[src/rtl/xpt_pkg.sv]
package xpt_pkg;

    // Host control sample carried through the synchronizer.
    typedef struct packed {
        logic stb;
        logic sel;
        logic data;
    } xpt_ctl_t;

    localparam int DEF_ROWS   = 16;
    localparam int DEF_COLS   = 8;
    localparam int DEF_STAGES = 2;

    // Flat position of a crosspoint: column-major, rows inner.
    function automatic int cell_index(input int col, input int row, input int rows);
        return col * rows + row;
    endfunction

endpackage

[src/rtl/xpt_sync.sv]
module xpt_sync #(
    parameter int W      = 1,
    parameter int STAGES = 2
) (
    input  logic         clk,
    input  logic         rst,
    input  logic [W-1:0] d,
    output logic [W-1:0] q
);
    logic [W-1:0] chain [STAGES];

    for (genvar s = 0; s < STAGES; s++) begin : g_stage
        if (s == 0) begin : g_first
            always_ff @(posedge clk) begin
                if (rst) chain[s] <= '0;
                else     chain[s] <= d;
            end
        end else begin : g_next
            always_ff @(posedge clk) begin
                if (rst) chain[s] <= '0;
                else     chain[s] <= chain[s-1];
            end
        end
    end

    assign q = chain[STAGES-1];
endmodule

[src/rtl/xpt_wr_ctrl.sv]
module xpt_wr_ctrl
    import xpt_pkg::*;
(
    input  logic     clk,
    input  logic     rst,
    input  xpt_ctl_t ctl,
    output logic     wr_en,
    output logic     commit
);
    logic prev_active;

    always_comb wr_en = ctl.stb && ctl.sel;

    always_ff @(posedge clk) begin
        if (rst) prev_active <= 1'b0;
        else     prev_active <= wr_en;
    end

    // Falling edge of the sampled strobe after a selected window.
    always_comb commit = prev_active && !ctl.stb;
endmodule

[src/rtl/xpt_cell_array.sv]
module xpt_cell_array
    import xpt_pkg::*;
#(
    parameter int ROWS = DEF_ROWS,
    parameter int COLS = DEF_COLS,
    localparam int RAW   = $clog2(ROWS),
    localparam int CAW   = $clog2(COLS),
    localparam int CELLS = ROWS * COLS
) (
    input  logic             clk,
    input  logic             rst,
    input  logic             wr_en,
    input  logic [RAW-1:0]   row,
    input  logic [CAW-1:0]   col,
    input  logic             data,
    output logic [CELLS-1:0] cells
);
    logic [CELLS-1:0] hit;

    for (genvar g = 0; g < CELLS; g++) begin : g_dec
        localparam int GR = g % ROWS;
        localparam int GC = g / ROWS;
        always_comb hit[g] = wr_en && (row == RAW'(GR)) && (col == CAW'(GC));
    end

    always_ff @(posedge clk) begin
        if (rst) cells <= '0;
        else     cells <= (cells & ~hit) | (data ? hit : '0);
    end

    logic [$clog2(CELLS)-1:0] widx;
    always_comb widx = ($clog2(CELLS))'(cell_index(int'(col), int'(row), ROWS));

    // reset leaves every cell cleared
    a_r7_reset_clears: assert property (@(posedge clk) rst |=> (cells == '0));

    // an enabled write lands the sampled data in the addressed cell
    a_r3_write_lands: assert property (@(posedge clk) disable iff (rst)
        wr_en |=> (cells[$past(widx)] == $past(data)));

    // at most one cell changes per edge outside reset
    a_r6_single_cell: assert property (@(posedge clk) disable iff (rst)
        !rst |=> $onehot0(cells ^ $past(cells)));
endmodule

[src/rtl/xpt_ctrl_mem.sv]
module xpt_ctrl_mem
    import xpt_pkg::*;
#(
    parameter int ROWS        = DEF_ROWS,
    parameter int COLS        = DEF_COLS,
    parameter int SYNC_STAGES = DEF_STAGES,
    localparam int RAW   = $clog2(ROWS),
    localparam int CAW   = $clog2(COLS),
    localparam int CELLS = ROWS * COLS,
    localparam int SW    = $bits(xpt_ctl_t) + CAW + RAW
) (
    input  logic             clk,
    input  logic             rst,
    input  logic [RAW-1:0]   row_addr,
    input  logic [CAW-1:0]   col_addr,
    input  logic             data_in,
    input  logic             sel,
    input  logic             strobe,
    output logic [CELLS-1:0] xpt_en
);
    xpt_ctl_t       raw_ctl, s_ctl;
    logic [RAW-1:0] s_row;
    logic [CAW-1:0] s_col;
    logic [SW-1:0]  sync_in, sync_out;
    logic           wr_en, commit;

    always_comb begin
        raw_ctl.stb  = strobe;
        raw_ctl.sel  = sel;
        raw_ctl.data = data_in;
        sync_in      = {raw_ctl, col_addr, row_addr};
    end

    xpt_sync #(.W(SW), .STAGES(SYNC_STAGES)) u_sync (
        .clk (clk),
        .rst (rst),
        .d   (sync_in),
        .q   (sync_out)
    );

    always_comb {s_ctl, s_col, s_row} = sync_out;

    xpt_wr_ctrl u_ctrl (
        .clk    (clk),
        .rst    (rst),
        .ctl    (s_ctl),
        .wr_en  (wr_en),
        .commit (commit)
    );

    xpt_cell_array #(.ROWS(ROWS), .COLS(COLS)) u_cells (
        .clk   (clk),
        .rst   (rst),
        .wr_en (wr_en),
        .row   (s_row),
        .col   (s_col),
        .data  (s_ctl.data),
        .cells (xpt_en)
    );

    // a deselected sample never alters the memory
    a_r8_deselect_holds: assert property (@(posedge clk) disable iff (rst)
        !s_ctl.sel |=> $stable(xpt_en));

    // the memory is frozen on the edge that follows a strobe fall
    a_r5_frozen_at_fall: assert property (@(posedge clk) disable iff (rst)
        commit |=> $stable(xpt_en));
endmodule

[config.mk]
export PLATFORM = sky130hd
export DESIGN_NAME = xpt_ctrl_mem
export DESIGN_NICKNAME = d
export VERILOG_FILES = /design/src/rtl/xpt_pkg.sv /design/src/rtl/xpt_sync.sv /design/src/rtl/xpt_wr_ctrl.sv /design/src/rtl/xpt_cell_array.sv /design/src/rtl/xpt_ctrl_mem.sv
export SDC_FILE = /design/constraint.sdc
export NUM_CORES = 1
export LEC_CHECK = 0
export CELL_PAD_IN_SITES_DETAIL_PLACEMENT = 0
export CELL_PAD_IN_SITES_GLOBAL_PLACEMENT = 2
export CORE_MARGIN = 3
export CORE_UTILIZATION = 31
export DETAILED_ROUTE_END_ITERATION = 12
export PLACE_DENSITY_LB_ADDON = 0.1
export SETUP_SLACK_MARGIN = 0.05
export SLEW_MARGIN = 20
export SYNTH_ARGS = -nofsm -noshare
export SYNTH_HDL_FRONTEND = slang
export SYNTH_SLANG_ARGS = --single-unit
[constraint.sdc]
create_clock -name clk -period 1.4 [get_ports clk]
set_input_delay 0.35 -clock clk [delete_from_list [all_inputs] [get_ports clk]]
set_output_delay 0.35 -clock clk [all_outputs]
set_load 0.05 [all_outputs]
==> run metrics <==
Max stage delay on crit path=0.40 ns; Slew @ Worst Pin=0.367 ns; MaxCap Viol Count=0; Max Clock Freq=756 MHz; Post-Layout Cell Count=1039; Congestion Overflow GR=0; Final period util=0.945; count leader, synth=dfxtp_1; fraction of layout cells with a size suffix above 1=0.357; total global-route track usage=0.161; Root Buffer=clkbuf_16; synthesized net count=657; n_diodes=0; WS Path Type=flop to output port; input/output buffers=139; final antenna-violating net count=0; Leak=4.43 nW; CP Cell Sequence=buf_12; total negative slack=0 ns; status=finished, final reports clean; die span in x=149 um; critical path fanouts, max=2; clock tree from TritonCTS=built; Worst R2R Setup Slack=0.08 ns; Via-to-Cell Ratio=4.72; area of the core=19800 um^2; die height=149 um; Syn. warnings=0; Slew headroom=0.755; row count=51; Clock Skews=0.0106 ns; top-level I/O count=140; Avg Inst Size Synth=9.88 um^2; final setup violation count=0; post-DP HPWL=11500 um; Area Overhead vs Synth=62.0%; Die ar.=22300 um^2; Max VDD drop=0.000835 V; Final Hold Viols=0; largest net degree at the start of global routing=104; starting density of the core=0.321; # H-tree levels=4; Worst Hold Class=input port to flop; DR WL/cell=17.3 um; Synth Flop Type=dfxtp_1; WP data arrival=0.97 ns; first-pass GRT wire length=28200 um; Critical Path RT=1.05 ns; placed instance area=9520 um^2; ys async rst share=0; CP bufs+invs=1; hold buffer count at CTS=0; Max Buffers Root-to-Sink=2; DP Cell Count=1003; nature of the critical path startpoint=flop; RSZ-0062 raised after global routing=yes; initial antenna violation count=0; Final Max Slew Viols=0; synthesized area=6370 um^2; Min Hold Slack=0.145 ns; Finished Cell Area=10300 um^2; clock sinks=148; post-synth top area share=0.465; PD cells=937 nW/um^2; Num CTS Buffers=17; Synth Instances=645; nets=773; CP Capture Type=output port; 1st-pass router iterations=7; Cell variety after synth=19; main area contributors after synthesis=dfxtp_1, mux2i_1, nand2b_1; GPL Wtd Cong=0.719; Slowest cell on crit path=dfxtp_1; Via Count=4903; number of global-route vias before repair=5017; number of remaining DRC errors=0; CP top delay family=flip-flops; synthesis-stage register bit count=148; area leader, netlist=dfxtp_1; Reg clk slew, reported paths=0.06 ns; EDFF count, synth=0; Clk Latency, worst-skew pair=0.42 ns; post-synthesis sequential area ratio=0.465; Detailed Route WL=17900 um; fin crit period=1.32 ns; Post-synth top cells=dfxtp_1, nand2b_1, mux2i_1, nand3_1, clkbuf_1; DR iter-0 viols=229; Filler Cell Count=1734
-- layer usage --
metal | wire length (um) | track usage | share of wire | vias to the layer above
li1 | - | - | - | 2392
met1 | 8090 | 0.207 | 0.45 | 2381
met2 | 8620 | 0.264 | 0.48 | 113
met3 | 983 | 0.0410 | 0.055 | 17
met4 | 246 | 0.0545 | 0.014 | 0
met5 | 0 | 0 | 0 | -
-- power breakdown --
part           internal, mW  switching [mW]  total (mW)  leakage [nW]
combinational         0.199           0.205       0.404          2.89
clock                  3.21            1.81        5.01         0.309
sequential             4.24          0.0210        4.26          1.23
-- metrics by stage --
stage / utilization / setup slack (ns) / total power [mW]
after floorplan: - / 0.152 / 4.58
after global placement: 0.480 / 0.0535 / 4.75
after detailed placement: 0.480 / -0.0177 / 4.75
after CTS: 0.514 / 0.0501 / 9.81
after global routing: 0.520 / 0.0268 / 10.0
final: 0.520 / 0.0768 / 9.67
-- final timing paths --
kind / start / endpoint / depth (start not counted)
min: rst / u_sync.chain[0][2]$_SDFF_PP0_ / 2
max: flop / xpt_en[111] / 1
min reg2reg: u_sync.chain[0][0]$_SDFF_PP0_ / u_sync.chain[1][0]$_SDFF_PP0_ / 1
max reg2reg: u_sync.chain[1][4]$_SDFF_PP0_ / flop / 5
-- repair_timing --
item,4_1_cts,5_1_grt
setup endpoints to repair,97,92
gates resized for setup,22,53
pin swaps,0,1
buffers inserted,2,1
cloned,0,1
-- logic make-up (layout without fill, tap and decap cells) --
group / count (synthesis) / after routing / synth area share
simple gates: 293 / 293 / 0.273
buf+inv: 76 / 205 / 0.0603
mux: 128 / 128 / 0.201
flops: 148 / 148 / 0.465
-- area by class of cell --
cell class | count | area (um^2) | share of cell area
clock buffers | 19 | 443 | 0.0429
clock inverters | 13 | 205 | 0.0199
multi-input cells | 421 | 3070 | 0.297
flip-flops and latches | 148 | 3050 | 0.296
well taps | 265 | 332 | 0.0321
repair buffers | 173 | 3220 | 0.312
-- placed cells by master, fill, tap and decap left out, drive strengths merged, types with 2 or more instances in the layout --
cell | netlist | routed
nand2b | 129 | 129
nor3b | 3 | 3
dfxtp | 148 | 148
mux2i | 128 | 128
clkinv | 0 | 4
and4b | 2 | 2
bufinv | 0 | 5
clkbuf | 30 | 20
nor2b | 22 | 22
buf | 46 | 162
clkinvlp | 0 | 3
nand3 | 128 | 128
clkdlybuf4s50 | 0 | 10
and3b | 3 | 3
-- worst register-to-register path, stage by stage, from the launching register on --
cell and delay [ns]:
dfxtp_4 0.34, buf_6 0.12, nor3b_4 0.30, clkbuf_16 0.22
nand3_1 0.09, mux2i_1 0.13
Power figures use the tool's default switching activity.
